**config.mk**
```make
export PLATFORM = sky130hd
export DESIGN_NAME = gpio_pinctrl
export DESIGN_NICKNAME = d
export VERILOG_FILES = /design/src/rtl/gpio_pinctrl_pkg.sv /design/src/rtl/gpio_pinctrl_sync.sv /design/src/rtl/gpio_pinctrl_irq.sv /design/src/rtl/gpio_pinctrl_regs.sv /design/src/rtl/gpio_pinctrl.sv
export SDC_FILE = /design/constraint.sdc
export NUM_CORES = 1
export LEC_CHECK = 0
export CAP_MARGIN = 20
export CORE_MARGIN = 2
export CORE_UTILIZATION = 45
export DETAILED_ROUTE_END_ITERATION = 8
export DONT_BUFFER_PORTS = 1
export SLEW_MARGIN = 20
export SYNTH_ARGS = -nofsm -noshare
export SYNTH_HDL_FRONTEND = slang
export SYNTH_HIERARCHICAL = 1
export SYNTH_SLANG_ARGS = --single-unit
```
**constraint.sdc**
```tcl
create_clock -name clk -period 1.35 [get_ports clk]
set_input_delay 0.135 -clock clk [delete_from_list [all_inputs] [get_ports clk]]
set_output_delay 0.135 -clock clk [all_outputs]
set_load 0.01 [all_outputs]
```
**src/rtl/gpio_pinctrl_pkg.sv**
```systemverilog
package gpio_pinctrl_pkg;
  localparam int unsigned DATA_W = 32;
  localparam int unsigned ADDR_W = 4;

  typedef enum logic [ADDR_W-1:0] {
    IDX_FUNC    = 4'd0,
    IDX_INEN    = 4'd1,
    IDX_IRQMASK = 4'd2,
    IDX_ITYPE   = 4'd3,
    IDX_DOUT    = 4'd4,
    IDX_DOE     = 4'd5,
    IDX_SAMPLE  = 4'd6,
    IDX_PULLEN  = 4'd7,
    IDX_PULLSEL = 4'd8,
    IDX_SLEW    = 4'd9,
    IDX_DRV0    = 4'd10,
    IDX_DRV1    = 4'd11
  } reg_idx_e;
endpackage

```
**src/rtl/gpio_pinctrl_sync.sv**
```systemverilog
module gpio_pinctrl_sync #(
  parameter int unsigned WIDTH  = 23,
  parameter int unsigned STAGES = 2
) (
  input  logic             clk,
  input  logic             rst,
  input  logic [WIDTH-1:0] async_in,
  output logic [WIDTH-1:0] sync_out
);
  logic [WIDTH-1:0] stage_q [STAGES];

  always_ff @(posedge clk) begin
    if (rst) begin
      for (int i = 0; i < STAGES; i++) stage_q[i] <= '0;
    end else begin
      stage_q[0] <= async_in;
      for (int i = 1; i < STAGES; i++) stage_q[i] <= stage_q[i-1];
    end
  end

  assign sync_out = stage_q[STAGES-1];
endmodule

```
**src/rtl/gpio_pinctrl_irq.sv**
```systemverilog
module gpio_pinctrl_irq #(
  parameter int unsigned NPINS    = 23,
  parameter int unsigned NIRQ     = 8,
  parameter int unsigned IRQ_BASE = 16
) (
  input  logic             clk,
  input  logic             rst,
  input  logic [NPINS-1:0] pin_sync,
  input  logic [NIRQ-1:0]  mask_en,
  output logic [NIRQ-1:0]  irq
);
  logic [NIRQ-1:0] hit;

  for (genvar k = 0; k < NIRQ; k++) begin : g_line
    if (IRQ_BASE + k < NPINS) begin : g_pin
      assign hit[k] = mask_en[k] & pin_sync[IRQ_BASE + k];
    end else begin : g_none
      assign hit[k] = 1'b0;
    end
  end

  always_ff @(posedge clk) begin
    if (rst) irq <= '0;
    else     irq <= hit;
  end
endmodule

```
**src/rtl/gpio_pinctrl_regs.sv**
```systemverilog
module gpio_pinctrl_regs
  import gpio_pinctrl_pkg::*;
#(
  parameter int unsigned NPINS = 23,
  parameter int unsigned NIRQ  = 8
) (
  input  logic              clk,
  input  logic              rst,
  input  logic              wr_en,
  input  logic              rd_en,
  input  logic [ADDR_W-1:0] addr,
  input  logic [DATA_W-1:0] wdata,
  input  logic [NPINS-1:0]  sample,
  output logic              rsp_valid,
  output logic [DATA_W-1:0] rsp_rdata,
  output logic [DATA_W-1:0] func_q,
  output logic [NPINS-1:0]  inen_q,
  output logic [NIRQ-1:0]   irqmask_q,
  output logic [NPINS-1:0]  itype_q,
  output logic [NPINS-1:0]  dout_q,
  output logic [NPINS-1:0]  doe_q,
  output logic [NPINS-1:0]  pullen_q,
  output logic [NPINS-1:0]  pullsel_q,
  output logic [NPINS-1:0]  slew_q,
  output logic [NPINS-1:0]  drv0_q,
  output logic [NPINS-1:0]  drv1_q
);
  logic [DATA_W-1:0] rd_word;

  always_ff @(posedge clk) begin
    if (rst) begin
      func_q    <= '0;
      inen_q    <= '0;
      irqmask_q <= '0;
      itype_q   <= '0;
      dout_q    <= '0;
      doe_q     <= '0;
      pullen_q  <= '0;
      pullsel_q <= '0;
      slew_q    <= '0;
      drv0_q    <= '0;
      drv1_q    <= '0;
    end else if (wr_en) begin
      case (addr)
        IDX_FUNC:    func_q    <= wdata;
        IDX_INEN:    inen_q    <= wdata[NPINS-1:0];
        IDX_IRQMASK: irqmask_q <= wdata[NIRQ-1:0];
        IDX_ITYPE:   itype_q   <= wdata[NPINS-1:0];
        IDX_DOUT:    dout_q    <= wdata[NPINS-1:0];
        IDX_DOE:     doe_q     <= wdata[NPINS-1:0];
        IDX_PULLEN:  pullen_q  <= wdata[NPINS-1:0];
        IDX_PULLSEL: pullsel_q <= wdata[NPINS-1:0];
        IDX_SLEW:    slew_q    <= wdata[NPINS-1:0];
        IDX_DRV0:    drv0_q    <= wdata[NPINS-1:0];
        IDX_DRV1:    drv1_q    <= wdata[NPINS-1:0];
        default: ;
      endcase
    end
  end

  always_comb begin
    rd_word = '0;
    case (addr)
      IDX_FUNC:    rd_word                = func_q;
      IDX_INEN:    rd_word[NPINS-1:0]     = inen_q;
      IDX_IRQMASK: rd_word[NIRQ-1:0]      = irqmask_q;
      IDX_ITYPE:   rd_word[NPINS-1:0]     = itype_q;
      IDX_DOUT:    rd_word[NPINS-1:0]     = dout_q;
      IDX_DOE:     rd_word[NPINS-1:0]     = doe_q;
      IDX_SAMPLE:  rd_word[NPINS-1:0]     = sample;
      IDX_PULLEN:  rd_word[NPINS-1:0]     = pullen_q;
      IDX_PULLSEL: rd_word[NPINS-1:0]     = pullsel_q;
      IDX_SLEW:    rd_word[NPINS-1:0]     = slew_q;
      IDX_DRV0:    rd_word[NPINS-1:0]     = drv0_q;
      IDX_DRV1:    rd_word[NPINS-1:0]     = drv1_q;
      default: ;
    endcase
  end

  always_ff @(posedge clk) begin
    if (rst) begin
      rsp_valid <= 1'b0;
      rsp_rdata <= '0;
    end else begin
      rsp_valid <= rd_en;
      if (rd_en) rsp_rdata <= rd_word;
    end
  end
endmodule

```
**src/rtl/gpio_pinctrl.sv**
```systemverilog
module gpio_pinctrl
  import gpio_pinctrl_pkg::*;
#(
  parameter int unsigned NPINS       = 23,
  parameter int unsigned NIRQ        = 8,
  parameter int unsigned IRQ_BASE    = 16,
  parameter int unsigned SYNC_STAGES = 2
) (
  input  logic               clk,
  input  logic               rst,
  input  logic               req_valid,
  input  logic               req_write,
  input  logic [ADDR_W-1:0]  req_addr,
  input  logic [DATA_W-1:0]  req_wdata,
  output logic               req_ready,
  output logic               rsp_valid,
  output logic [DATA_W-1:0]  rsp_rdata,
  input  logic [NPINS-1:0]   pin_in,
  output logic [NPINS-1:0]   pad_out,
  output logic [NPINS-1:0]   pad_oe,
  output logic [NPINS-1:0]   pad_ie,
  output logic [NPINS-1:0]   pad_pull_en,
  output logic [NPINS-1:0]   pad_pull_up,
  output logic [2*NPINS-1:0] pad_drive,
  output logic [NPINS-1:0]   pad_slew,
  output logic [NPINS-1:0]   pad_itype,
  output logic [DATA_W-1:0]  func_sel,
  output logic [NIRQ-1:0]    irq
);
  logic             wr_en;
  logic             rd_en;
  logic [NPINS-1:0] pin_sync;
  logic [NIRQ-1:0]  irqmask_q;
  logic [NPINS-1:0] drv0_q;
  logic [NPINS-1:0] drv1_q;

  assign req_ready = 1'b1;
  assign wr_en     = req_valid & req_write;
  assign rd_en     = req_valid & ~req_write;

  gpio_pinctrl_sync #(.WIDTH(NPINS), .STAGES(SYNC_STAGES)) u_sync (
    .clk      (clk),
    .rst      (rst),
    .async_in (pin_in),
    .sync_out (pin_sync)
  );

  gpio_pinctrl_regs #(.NPINS(NPINS), .NIRQ(NIRQ)) u_regs (
    .clk       (clk),
    .rst       (rst),
    .wr_en     (wr_en),
    .rd_en     (rd_en),
    .addr      (req_addr),
    .wdata     (req_wdata),
    .sample    (pin_sync),
    .rsp_valid (rsp_valid),
    .rsp_rdata (rsp_rdata),
    .func_q    (func_sel),
    .inen_q    (pad_ie),
    .irqmask_q (irqmask_q),
    .itype_q   (pad_itype),
    .dout_q    (pad_out),
    .doe_q     (pad_oe),
    .pullen_q  (pad_pull_en),
    .pullsel_q (pad_pull_up),
    .slew_q    (pad_slew),
    .drv0_q    (drv0_q),
    .drv1_q    (drv1_q)
  );

  gpio_pinctrl_irq #(.NPINS(NPINS), .NIRQ(NIRQ), .IRQ_BASE(IRQ_BASE)) u_irq (
    .clk      (clk),
    .rst      (rst),
    .pin_sync (pin_sync),
    .mask_en  (irqmask_q),
    .irq      (irq)
  );

  for (genvar n = 0; n < NPINS; n++) begin : g_drive
    assign pad_drive[2*n]   = drv0_q[n];
    assign pad_drive[2*n+1] = drv1_q[n];
  end
endmodule

```
* After elaboration in Yosys (flattened, before gate mapping)
Memories as Yosys holds them, arrays and structs flattened. Index checks and enable logic that the tools add are counted.
Word-level totals: register bits 288, bits in latches 0, memory bits (writable) 46, ROM bits 0, bits of input ports 63, output and inout bits 281, logic and storage cells 59, memories kept 1
Operators by class: $add $sub $neg 0, $mul 0, div/mod/pow operators 0, $lt $le $gt $ge 0, equality and inequality tests 11, shifts and indexed selects 0, mux-type cells 8, bitwise gates (word level) 12, reductions and logical operators 12
Memory list:
- u_sync.stage_q | words 2, width 23, read ports 2, clocked after memory_dff 0, write ports 2, RTL line gpio_pinctrl_sync.sv:10 | logic [WIDTH-1:0] stage_q [STAGES];
Operators by type and width (count):
- 15-bit case mux with 11 select lines | 1
- 8-bit case mux with 12 select lines | 1
- 23-bit two-way mux | 2
- 2-bit AND reduction | 11
- 4-bit by 3-bit == test with 1-bit output (second input constant) | 4
- 4-bit == test (second input constant) | 4
- 1-bit AND | 9
- 9-bit two-way mux | 1
- 4-bit by 2-bit == test with 1-bit output (second input constant) | 2
- 4-bit by 1-bit == test with 1-bit output (second input constant) | 1
- 4-bit logical NOT | 1
- 1-bit two-way mux | 3
- 1-bit bitwise OR | 2
- 1-bit NOT | 1

* Depth between registers and ports, before layout
depth in word-level cells 3, gate-level depth with buffers 9, gate-level depth less buffers 6

* Cells and area by module
The synthesis kept the hierarchy.
By module, submodules not included:
- gpio_pinctrl_regs | instances 1, cells an instance 1540, area an instance 12004.0 um2, seq. area each 5605.4 um2
- gpio_pinctrl_sync | instances 1, cells an instance 119, area an instance 1402.6 um2, seq. area each 920.9 um2
- gpio_pinctrl_irq | instances 1, cells an instance 16, area an instance 212.7 um2, seq. area each 140.1 um2
- gpio_pinctrl | instances 1, cells an instance 4, area an instance 27.5 um2, seq. area each 0.0 um2

* Worst setup path before layout
No wires, ideal clock.
path type input -> register, from in req_addr[2], to reg u_regs.rsp_rdata[11], library setup time 123 ps, data arrival time 1356 ps, data required time 1227 ps, setup slack -129 ps, stages 9, path buffers 3, cells stage by stage inv_1 > ha_1 > buf_2 > buf_4 > buf_2 > a22oi_1 > o22ai_1 > nor4_1 > o21ai_0
On the way: longest elaborated chain between the ends 2, elaborated cells between the ends (all ways) 12, those cells by class eq/ne: 10; mux: 1; reduce/logical: 1
RTL lines:
- start, declared | RTL line gpio_pinctrl.sv:13 | input logic [ADDR_W-1:0] req_addr,
- 4-bit == test (tied with other cells) | RTL line gpio_pinctrl_regs.sv:63 | case (addr)
- 15-bit case mux with 11 select lines (*) | RTL line gpio_pinctrl_regs.sv:63
- end signal, assigned | RTL line gpio_pinctrl_regs.sv:86 | if (rd_en) rsp_rdata <= rd_word;
- end, declared | RTL line gpio_pinctrl_regs.sv:15 | output logic [DATA_W-1:0] rsp_rdata,
Every way passes the cells marked *; elsewhere a longest branch is shown, timed or not. A chain may end at the register's enable or synchronous reset.

* Worst setup path in the final report
from in req_valid, to reg u_regs.inen_q[6]
On the way: longest elaborated chain between the ends 2
RTL lines:
- start, declared | RTL line gpio_pinctrl.sv:11 | input logic req_valid,
- 1-bit AND | RTL line gpio_pinctrl.sv:38 | assign wr_en = req_valid & req_write;
- 2-bit AND reduction (no line)
- end signal, assigned | RTL line gpio_pinctrl_regs.sv:46 | IDX_INEN: inen_q <= wdata[NPINS-1:0];
- end, declared | RTL line gpio_pinctrl_regs.sv:17 | output logic [NPINS-1:0] inen_q,
Every way passes these cells.

==> impl_metrics.yaml <==
logic_synthesis:
  syn_avg_cell_area_um2: 8.13
  synth_top_cell_area_share_pct: 48.8
  syn-num-nets: 1746
  synthTopCellsByArea: "dfxtp_1 49%, nand2_1 15%, a21oi_1 9.5%"
  synth_simple_gate_area_share_pct: 21.6
  synth-compound-area-share_pct: 18.2
  synth_top_area_cell: "dfxtp_1"
  synth-xor-area-share_pct: 0
  synth_cell_type_count: 59
  synthMuxAreaShare_pct: 4.08
  ys_seq_elements: 333
  synth_cells: 1679
  ys.flop_type: "dfxtp_1"
  netlist_area_um2: 13600
  synth_edf_count: 0
  synth_top_family_by_area: "simple AND/OR/NAND/NOR gates"
  yosys_warnings: 6
  ys_seq_area_share_pct: 48.8
  synthAdderAreaFrac_pct: 0.367
  synth-async-reset-ratio_pct: 0
setup_path:
  critPathKind: "in -> reg"
  crit_slowest_cell: "dlygate4sd3_1"
  cp-end-kind: "register"
  cp-start-kind: "primary input"
  cp_cell_sequence: "and2_2 -> nand2_2 -> nor2_2 -> buf_12 -> nand2_1 -> a21oi_1 -> dlygate4sd3_1"
  crit_arrival_ps: 1820
  critPathMaxStageDelay_ps: 580
  worstPathRequired_ps: 1800
  crit_fanout: 21
global_route:
  grt_usage_pct: 33.7
  first_global_vias: 11900
  grt_overflow: 0
  grt_max_degree: 324
  grt_pass1_wl_um: 79400
  antenna_found_initial: 0
placed_design:
  numPortBuffers: 0
  pre_cts_ws_ps: -211
  hpwlAfterDp_um: 38500
  gp_congestion: 0.966
  dp.cells: 2140
finish:
  nets: 1948
  top_register: "u_sync/stage_q"
  instances_no_fill: 2296
  reg_top3: "u_sync/stage_q: 46 flops, u_regs/func_q: 32 flops, u_regs/rsp_rdata: 32 flops"
  drive_gt1_share_pct: 18.9
  antenna_cells: 0
  final_core_util_pct: 59.4
  largest_register_ffs: 46
  area_growth_pct: 29.3
timing:
  hold_slack_ps: -269
  worst_pin_slew_ps: 751
  fmax_mhz: 730
  maxSlewHeadroom_pct: 49.9
  fin_crit_ps: 1370
  clock_skew_ps: 16.2
  setup_viol: 3
  hold_violations: 242
  layout_setup_ws_ps: -20.4
  rsz0062_at_grt: "true"
  maxSlewViolCount: 0
  period_share_pct: 102
cts:
  cts_tree: "yes"
  clock-root-buffer: "clkbuf_16"
  cts_max_level: 2
  path_clk_slew_ps: 60
  clk_latency_ps: 520
  clock_sinks: 333
  cts_made_buffers: 37
  cts.path.max_buffers: 3
power_and_ir_drop:
  power_density_nw_per_um2: 1230
  power.leakage_nw: 6.62
  vdd_ir_drop_max_uv: 1080
  power_mw: 21.7
routing:
  vias_per_cell: 5.78
  ant_nets: 0
  num_vias: 13300
  dr.pass1.iters: 9
  drtIter0Drc: 1662
  wl_met1_um: 22300
  post_drt_wl_per_cell_um: 24.5
  wl_um: 56300
  wl_met2_um: 24500
  top_layer_used: "met4"
  met3WireLength_um: 7410
  drc: 0
status:
  violations: "hold timing, setup timing"
  status: "complete, but fails checks"
floorplanning:
  initial_core_util_pct: 45.9
  fp-row-count: 63
  dieArea_um2: 31700
  fp.dieW_um: 178
  core-area_um2: 29700
  io_pins: 344
  die_h_um: 178
hold_path:
  hp-class: "in -> reg"
job:
  maxCapViolCount: 0
==> logic make-up (layout without fill, tap and decap cells) <==
logic type / after synthesis / count (layout)
AOI/OAI and AO/OA: 411 / 411
adders and majority gates: 4 / 4
buffers and inverters: 179 / 406
DFF: 333 / 333
muxes: 53 / 53
other: 2 / 2
and+or+nand+nor: 697 / 697
==> area by class of cell <==
type / count / area [um^2]
multi-input combinational: 1167 / 6180
inverter: 7 / 50.0
timing repair buffer: 335 / 2990
fill: 2713 / 12100
sequential: 333 / 6680
tap: 390 / 488
clock inverter: 17 / 249
clock buffer: 47 / 1010
==> per-layer routing <==
layer | GRT usage (%) | up-vias
li1 | - | 6066
met1 | 44.5 | 6290
met2 | 51.4 | 804
met3 | 11.1 | 119
met4 | 11.9 | 0
met5 | 0.321 | -
==> cell usage in the layout (no fill, tap or decap), drive strengths merged, types with 7 or more instances in the layout <==
cell | Yosys | routed
nand2 | 541 | 541
dfxtp | 333 | 333
a21oi | 260 | 260
buf | 96 | 246
dlygate4sd3 | 0 | 88
nor2b | 53 | 53
clkbuf | 76 | 47
mux2i | 44 | 44
nor2 | 38 | 38
a22oi | 31 | 31
nand3 | 21 | 21
o22ai | 20 | 20
a221oi | 17 | 17
o21ai | 15 | 15
nand2b | 13 | 13
a31oi | 10 | 10
nand4 | 10 | 10
mux2 | 8 | 8
and3b | 7 | 7
a222oi | 7 | 7
clkinv | 0 | 7
==> per-stage QoR <==
step                      setup TNS, ps  cell area (um^2)
final                             -29.7             17600
after detailed placement         -14590             15400
after global routing               -247             17600
after CTS                             0             17400
after global placement           -10700             15400
after floorplan                   -67.3             13800
==> cell usage after synthesis, drive strengths merged (8+ instances only) <==
cell and instances:
nor2 38, nand2b 13, o21ai 15, mux2 8, a31oi 10, nand3 21, clkbuf 76, nand2 541
o22ai 20, a21oi 260, mux2i 44, dfxtp 333, buf 96, nor2b 53, a221oi 17, a22oi 31
nand4 10
==> critical path, delay by kind of cell <==
family	cells	cell delay (ps)
buf+inv	2	790
compound gates	1	130
simple gates	4	750
==> worst paths after layout <==
kind	startpoint	slack (ps)	cells after the start	endpoint
worst max register to register	u_regs/doe_q[4]	-10	4	u_regs/rsp_rdata[4]
worst min register to register	u_regs/irqmask_q[7]	460	2	u_regs/irqmask_q[7]
worst min-delay path	rst	-270	1	u_regs/pullen_q[22]
worst max-delay path	req_valid	-20	7	u_regs/inen_q[6]
==> power breakdown <==
group	switching [mW]	total [mW]	internal, mW
clock network	4.07	10.5	6.46
registers	0.0965	10.1	9.95
logic	0.604	1.13	0.525
total	4.77	21.7	16.9
==> repair_timing <==
item	4_1_cts	5_1_grt
hold buffers	76	14
gates resized for setup	0	31
buffers inserted	0	2
endpoints found under the setup margin	0	28
endpoints found under the hold margin	322	247
Power figures use the tool's default switching activity.
